<file path="config.mk">
export PLATFORM = sky130hd
export DESIGN_NAME = flash_cmd_decoder
export DESIGN_NICKNAME = d
export VERILOG_FILES = /design/src/rtl/fcd_pkg.sv /design/src/rtl/fcd_wr_sampler.sv /design/src/rtl/fcd_seq_fsm.sv /design/src/rtl/fcd_id_read.sv /design/src/rtl/flash_cmd_decoder.sv
export SDC_FILE = /design/constraint.sdc
export NUM_CORES = 1
export LEC_CHECK = 0
export ABC_AREA = 0
export BUFFER_PORTS_ARGS = -buffer_cell sky130_fd_sc_hd__buf_4
export CORE_AREA = 2 2 102 94
export DETAILED_ROUTE_END_ITERATION = 7
export DIE_AREA = 0 0 104 96
export PLACE_DENSITY = 0.81
export SYNTH_ARGS = -nofsm -noshare
export SYNTH_HDL_FRONTEND = slang
export SYNTH_SLANG_ARGS = --single-unit
</file>
<file path="constraint.sdc">
create_clock -name clk -period 2.65 [get_ports clk]
set_input_delay 0.53 -clock clk [delete_from_list [all_inputs] [get_ports clk]]
set_output_delay 0.53 -clock clk [all_outputs]
set_load 0.01 [all_outputs]
</file>
<file path="src/rtl/fcd_pkg.sv">
package fcd_pkg;
  typedef enum logic [2:0] {
    OP_NONE = 3'd0, OP_PROG = 3'd1, OP_CHIP = 3'd2,
    OP_SECT = 3'd3, OP_SUSP = 3'd4, OP_RESUME = 3'd5
  } op_e;

  typedef enum logic [1:0] {
    RD_ARRAY = 2'd0, RD_ID = 2'd1, RD_SUSP = 2'd2
  } rd_e;

  typedef enum logic [3:0] {
    S_IDLE, S_UA, S_UB, S_PSETUP, S_E80, S_EUA, S_EUB,
    S_BYP, S_BPROG, S_BEXIT
  } seq_e;

  // Unlock key address: second=0 picks the first key, second=1 the second.
  function automatic logic [11:0] key_addr(input logic bm, input logic second);
    logic [11:0] w;
    w = second ? 12'h2AA : 12'h555;
    return bm ? {w[10:0], second} : w;
  endfunction

  // Identifier byte for a read offset.
  function automatic logic [7:0] id_value(input logic [7:0] a, input logic bm,
                                          input logic prot, input logic [7:0] mfr,
                                          input logic [7:0] dev);
    logic [7:0] idx;
    if (bm && a[0]) return 8'h00;
    idx = bm ? {1'b0, a[7:1]} : a;
    case (idx)
      8'd0:    return mfr;
      8'd1:    return dev;
      8'd2:    return {7'b0, prot};
      default: return 8'h00;
    endcase
  endfunction
endpackage

</file>
<file path="src/rtl/fcd_wr_sampler.sv">
module fcd_wr_sampler #(
  parameter int ADDR_W = 20,
  parameter int DATA_W = 16
) (
  input  logic              clk,
  input  logic              rst_n,
  input  logic              ce_n,
  input  logic              we_n,
  input  logic              oe_n,
  input  logic              byte_mode,
  input  logic [ADDR_W-1:0] addr,
  input  logic [DATA_W-1:0] wdata,
  output logic              wr_evt,
  output logic [ADDR_W-1:0] ev_addr,
  output logic [DATA_W-1:0] ev_data,
  output logic              ev_bm
);
  logic act, act_q;

  always_ff @(posedge clk) begin
    if (!rst_n) begin
      act     <= 1'b0;
      act_q   <= 1'b0;
      ev_addr <= '0;
      ev_data <= '0;
      ev_bm   <= 1'b0;
    end else begin
      act   <= ~ce_n & ~we_n & oe_n;
      act_q <= act;
      if (~ce_n & ~we_n & oe_n & ~act) begin
        ev_addr <= addr;
        ev_data <= wdata;
        ev_bm   <= byte_mode;
      end
    end
  end

  assign wr_evt = act & ~act_q;
endmodule

</file>
<file path="src/rtl/fcd_seq_fsm.sv">
module fcd_seq_fsm
  import fcd_pkg::*;
#(
  parameter int ADDR_W = 20,
  parameter int DATA_W = 16
) (
  input  logic              clk,
  input  logic              rst_n,
  input  logic              wr_evt,
  input  logic [ADDR_W-1:0] ev_addr,
  input  logic [DATA_W-1:0] ev_data,
  input  logic              ev_bm,
  input  logic              erase_busy,
  output logic              op_start,
  output op_e               op_code,
  output logic [ADDR_W-1:0] op_addr,
  output logic [DATA_W-1:0] op_data,
  output rd_e               rd_mode,
  output logic              data_phase
);
  seq_e st, n_st;
  rd_e  n_mode;
  logic susp, n_susp, fire;
  op_e  code;
  logic hit1, hit2;
  logic [7:0] d8;

  assign d8         = ev_data[7:0];
  assign hit1       = ev_addr[11:0] == key_addr(ev_bm, 1'b0);
  assign hit2       = ev_addr[11:0] == key_addr(ev_bm, 1'b1);
  assign data_phase = (st == S_PSETUP) || (st == S_BPROG);

  always_comb begin
    n_st   = st;
    n_mode = rd_mode;
    n_susp = susp;
    fire   = 1'b0;
    code   = OP_NONE;
    if (wr_evt) begin
      if (d8 == 8'hF0 && !data_phase) begin
        n_st   = S_IDLE;
        n_mode = susp ? RD_SUSP : RD_ARRAY;
      end else begin
        case (st)
          S_IDLE: begin
            if (d8 == 8'hAA && hit1) n_st = S_UA;
            else if (d8 == 8'hB0 && erase_busy && !susp) begin
              fire = 1'b1; code = OP_SUSP; n_susp = 1'b1; n_mode = RD_SUSP;
            end else if (d8 == 8'h30 && susp) begin
              fire = 1'b1; code = OP_RESUME; n_susp = 1'b0; n_mode = RD_ARRAY;
            end
          end
          S_UA: n_st = (d8 == 8'h55 && hit2) ? S_UB : S_IDLE;
          S_UB: begin
            n_st = S_IDLE;
            if (hit1) begin
              case (d8)
                8'hA0: n_st = S_PSETUP;
                8'h80: if (!susp) n_st = S_E80;
                8'h90: n_mode = RD_ID;
                8'h20: n_st = S_BYP;
                default: n_st = S_IDLE;
              endcase
            end
          end
          S_PSETUP: begin
            fire = 1'b1; code = OP_PROG; n_st = S_IDLE;
          end
          S_E80: n_st = (d8 == 8'hAA && hit1) ? S_EUA : S_IDLE;
          S_EUA: n_st = (d8 == 8'h55 && hit2) ? S_EUB : S_IDLE;
          S_EUB: begin
            n_st = S_IDLE;
            if (d8 == 8'h10 && hit1) begin
              fire = 1'b1; code = OP_CHIP;
            end else if (d8 == 8'h30) begin
              fire = 1'b1; code = OP_SECT;
            end
          end
          S_BYP: begin
            if (d8 == 8'hA0)      n_st = S_BPROG;
            else if (d8 == 8'h90) n_st = S_BEXIT;
          end
          S_BPROG: begin
            fire = 1'b1; code = OP_PROG; n_st = S_BYP;
          end
          S_BEXIT: n_st = (d8 == 8'h00) ? S_IDLE : S_BYP;
          default: n_st = S_IDLE;
        endcase
      end
    end
  end

  always_ff @(posedge clk) begin
    if (!rst_n) begin
      st       <= S_IDLE;
      susp     <= 1'b0;
      rd_mode  <= RD_ARRAY;
      op_start <= 1'b0;
      op_code  <= OP_NONE;
      op_addr  <= '0;
      op_data  <= '0;
    end else begin
      st       <= n_st;
      susp     <= n_susp;
      rd_mode  <= n_mode;
      op_start <= fire;
      if (fire) begin
        op_code <= code;
        op_addr <= ev_addr;
        op_data <= ev_data;
      end
    end
  end
endmodule

</file>
<file path="src/rtl/fcd_id_read.sv">
module fcd_id_read
  import fcd_pkg::*;
#(
  parameter logic [7:0] MFR_ID = 8'h5A,
  parameter logic [7:0] DEV_ID = 8'hC3
) (
  input  rd_e        rd_mode,
  input  logic [7:0] rd_addr,
  input  logic       byte_mode,
  input  logic       sect_prot,
  output logic [7:0] id_data
);
  assign id_data = (rd_mode == RD_ID)
                 ? id_value(rd_addr, byte_mode, sect_prot, MFR_ID, DEV_ID)
                 : 8'h00;
endmodule

</file>
<file path="src/rtl/flash_cmd_decoder.sv">
module flash_cmd_decoder
  import fcd_pkg::*;
#(
  parameter int         ADDR_W = 20,
  parameter int         DATA_W = 16,
  parameter logic [7:0] MFR_ID = 8'h5A,
  parameter logic [7:0] DEV_ID = 8'hC3
) (
  input  logic              clk,
  input  logic              rst_n,
  input  logic              ce_n,
  input  logic              we_n,
  input  logic              oe_n,
  input  logic              byte_mode,
  input  logic [ADDR_W-1:0] addr,
  input  logic [DATA_W-1:0] wdata,
  input  logic              erase_busy,
  input  logic              sect_prot,
  output logic              op_start,
  output logic [2:0]        op_code,
  output logic [ADDR_W-1:0] op_addr,
  output logic [DATA_W-1:0] op_data,
  output logic [1:0]        rd_mode,
  output logic [7:0]        id_data
);
  logic              wr_evt, ev_bm, data_phase;
  logic [ADDR_W-1:0] ev_addr;
  logic [DATA_W-1:0] ev_data;
  logic [7:0]        ev_data8;
  op_e               code_i;
  rd_e               mode_i;

  fcd_wr_sampler #(.ADDR_W(ADDR_W), .DATA_W(DATA_W)) u_smp (
    .clk(clk), .rst_n(rst_n), .ce_n(ce_n), .we_n(we_n), .oe_n(oe_n),
    .byte_mode(byte_mode), .addr(addr), .wdata(wdata),
    .wr_evt(wr_evt), .ev_addr(ev_addr), .ev_data(ev_data), .ev_bm(ev_bm)
  );

  fcd_seq_fsm #(.ADDR_W(ADDR_W), .DATA_W(DATA_W)) u_seq (
    .clk(clk), .rst_n(rst_n), .wr_evt(wr_evt), .ev_addr(ev_addr),
    .ev_data(ev_data), .ev_bm(ev_bm), .erase_busy(erase_busy),
    .op_start(op_start), .op_code(code_i), .op_addr(op_addr),
    .op_data(op_data), .rd_mode(mode_i), .data_phase(data_phase)
  );

  fcd_id_read #(.MFR_ID(MFR_ID), .DEV_ID(DEV_ID)) u_id (
    .rd_mode(mode_i), .rd_addr(addr[7:0]), .byte_mode(byte_mode),
    .sect_prot(sect_prot), .id_data(id_data)
  );

  assign op_code  = code_i;
  assign rd_mode  = mode_i;
  assign ev_data8 = ev_data[7:0];
endmodule

</file>
==> flow_metrics.tcl <==
set metrics [dict create \
    tightest_slew_ps 851 \
    slowest_delay_ps 540 \
    period_needed_ps 2340 \
    gr-usage-all-layers 0.264 \
    drc 0 \
    cp_cell_sequence "nor4b_1 > a311oi_1 > nand2_2 > and3_2 > buf_4 > nand4_1 > nand4_1" \
    min_path_cells 2 \
    postSynthAreaPerCell_sq_um 7.97 \
    cts.clk_slew.worst_paths_ps 90 \
    power_per_cell_area_mw_per_mm2 442 \
    slew_headroom 0.433 \
    slew_violations 0 \
    antenna_found_initial 0 \
    cts_tree "done" \
    synthCells 610 \
    fin_setup_tns_ps 0 \
    wl_per_cell_um 17.1 \
    grt_first_pass_wirelength_um 21600 \
    die_x_um 104 \
    final_cell_area_sq_mm 0.00579 \
    grt_overflow 0 \
    die_h_um 96 \
    cp.depth 7 \
    wl_um 13400 \
    synthArstFlopShare 0 \
    ctsResizeCount 0 \
    crit_fanout 24 \
    setup_viol 0 \
    ff2ff_path_depth 7 \
    reg2reg_slack_ps 310 \
    path_class "flip-flop to flip-flop" \
    cts.path.max_buffers 2 \
    finClkSkew_ps 6.98 \
    clk_latency_ps 350 \
    drt_first_iter_violations 468 \
    ys_warn_count 0 \
    drive_above_1_share 0.215 \
    utilization 0.649 \
    num_io_pins 94 \
    hp-class "input pin to flip-flop" \
    hold_end "u_smp.act$_SDFF_PN0_" \
    max-cap-violations 0 \
    dieArea_sq_mm 0.00998 \
    grt_max_degree 151 \
    antenna_cells 0 \
    ys_seq_area_frac 0.354 \
    start_util 0.545 \
    core_area_sq_mm 0.00892 \
    slowest_stage "and3_2" \
    gp_congestion 0.945 \
    reg2reg_from "u_seq.st[3]$_SDFFE_PN0P_" \
    syn_area_sq_mm 0.00486 \
    min_from "we_n" \
    num_vias 5020 \
    worst_setup_path_start_kind "flip-flop" \
    fmax_mhz 428 \
    required_ps 2950 \
    grt_pass1_vias 4471 \
    cts-htree-levels 3 \
    fin_crit_sh 0.881 \
    synth_edf_count 0 \
    dpl-instance-area_sq_mm 0.00557 \
    status "completed" \
    rsz0062_at_grt "no" \
    endpoint_kind "flip-flop" \
    hold_violations 0 \
    cts_root_buf "clkbuf_8" \
    dp_hpwl_um 8750 \
    finalPower_w 0.00255 \
    hold_buffers 0 \
    postCtsSetupBuffers 0 \
    worstReg2RegEnd "u_seq.op_addr[10]$_SDFFE_PN0P_" \
    ir_worst_vdd_mv 0.306 \
    antenna_left 0 \
    critical-path-top-delay-family "simple AND/OR/NAND/NOR gates" \
    crit_buf_inv 1 \
    cts_buffers 9 \
    first_pass_iters 6 \
    synth_flop_cell "dfxtp_1" \
    port_buffers 91 \
    cp_common_cell "nand4_1" \
    cts.sinks 86 \
    synth_seq_cells 86 \
    area_growth_pct 19.0 \
    leakage_nw 2.06 \
    vias_per_cell 6.40 \
    synth_cell_types 66 \
    std_cell_rows 33 \
    nets 701 \
    arrival_ps 2630 \
]
## layer usage
metal	up-vias	routed length (um)	track usage
li1	2394	-	-
met1	2366	5800	0.348
met2	236	6360	0.437
met3	24	979	0.0454
met4	0	239	0.100
met5	-	0	0
## worst max-delay path by stage
stage,end,slack (ps),startpoint
5_1_grt,u_seq.op_addr[9]$_SDFFE_PN0P_,40,u_seq.st[3]$_SDFFE_PN0P_
6_report,u_seq.op_addr[10]$_SDFFE_PN0P_,310,u_seq.st[3]$_SDFFE_PN0P_
3_5_place_dp,u_seq.op_addr[10]$_SDFFE_PN0P_,370,u_seq.st[3]$_SDFFE_PN0P_
4_1_cts,id_data[3],340,u_seq.rd_mode[0]$_SDFFE_PN0P_
2_1_floorplan,id_data[4],370,byte_mode
3_3_place_gp,u_seq.op_addr[4]$_SDFFE_PN0P_,450,u_seq.st[1]$_SDFFE_PN0P_
## worst reg2reg max path, stage by stage (launching register included)
cell and delay (ps):
dfxtp_1 450, nor4b_1 440, a311oi_1 170, nand2_2 130, and3_2 540, buf_4 300
nand4_1 120, nand4_1 130
## sequential cells by signal, indices dropped and copies added, names as in the netlist, 2 cells and up
name	flops
u_seq.op_addr	20
u_smp.ev_addr	20
u_seq.op_data	16
u_smp.ev_data	16
u_seq.st	4
u_seq.op_code	3
u_seq.rd_mode	2
## power by group
group | total [W] | internal, W | leakage (nW) | switching, W
clock network | 0.00101 | 0.000534 | 0.104 | 0.000473
registers | 0.00134 | 0.00131 | 0.695 | 0.0000295
logic | 0.000206 | 0.0000905 | 1.26 | 0.000116
## cells by family after synthesis
group,synth area share
xor gates and xnor gates,0.00360
DFF,0.354
AOI/OAI and AO/OA,0.148
other,0.000771
muxes,0.0124
buffers and inverters,0.0744
and+or+nand+nor,0.407
## cells in the mapped netlist, drive strengths merged (3+ instances only)
master / instances / area [sq um]
nand4b: 32 / 280
a211o: 3 / 26.3
and3: 3 / 18.8
o21ai: 9 / 45.0
nor4: 8 / 56.3
buf: 25 / 170
dfxtp: 86 / 1720
clkbuf: 48 / 180
or3b: 3 / 26.3
o2bb2ai: 3 / 32.5
nand3: 51 / 255
nand3b: 5 / 37.5
nor3: 8 / 40.0
nor2: 17 / 63.8
a21boi: 39 / 293
inv: 3 / 11.3
nor2b: 4 / 25.0
mux2i: 6 / 60.1
a21oi: 5 / 28.8
nor4b: 3 / 32.5
nand4: 100 / 626
nand2: 91 / 344
and2: 4 / 25.0
or4b: 4 / 40.0
o211ai: 9 / 67.6
nand2b: 4 / 25.0
## through the flow
stage               hold slack (ps)  std cells  setup slack, ps
floorplan                       457        611              375
global placement                465        768              453
detailed placement              476        768              374
CTS                             365        784              335
global route                    372        784             44.1
finish                          372        784              314
## placed cells by master (no fill, tap or decap), drive strengths merged, types with 3 or more instances in the layout
master,count
buf,108
nand4,100
nand2,91
dfxtp,86
nand3,51
a21boi,39
nand4b,32
nor2,17
clkbuf,11
o211ai,9
o21ai,9
nor3,8
nor4,8
mux2i,6
nand3b,5
a21oi,5
nor2b,4
nand2b,4
and2,4
inv,4
or4b,4
a211o,3
or3b,3
nor4b,3
and3,3
o2bb2ai,3
## final cells by class
cell class              instances  area (sq um)
flip-flops and latches         86          1720
multi-input cells             449          2810
inverters                       3          11.3
clock inverters                 5          81.3
clock buffers                  11           131
fillers                       778          3130
repair buffers                108           873
well taps                     122           153
Note: power is estimated with default switching activity, not from simulation.
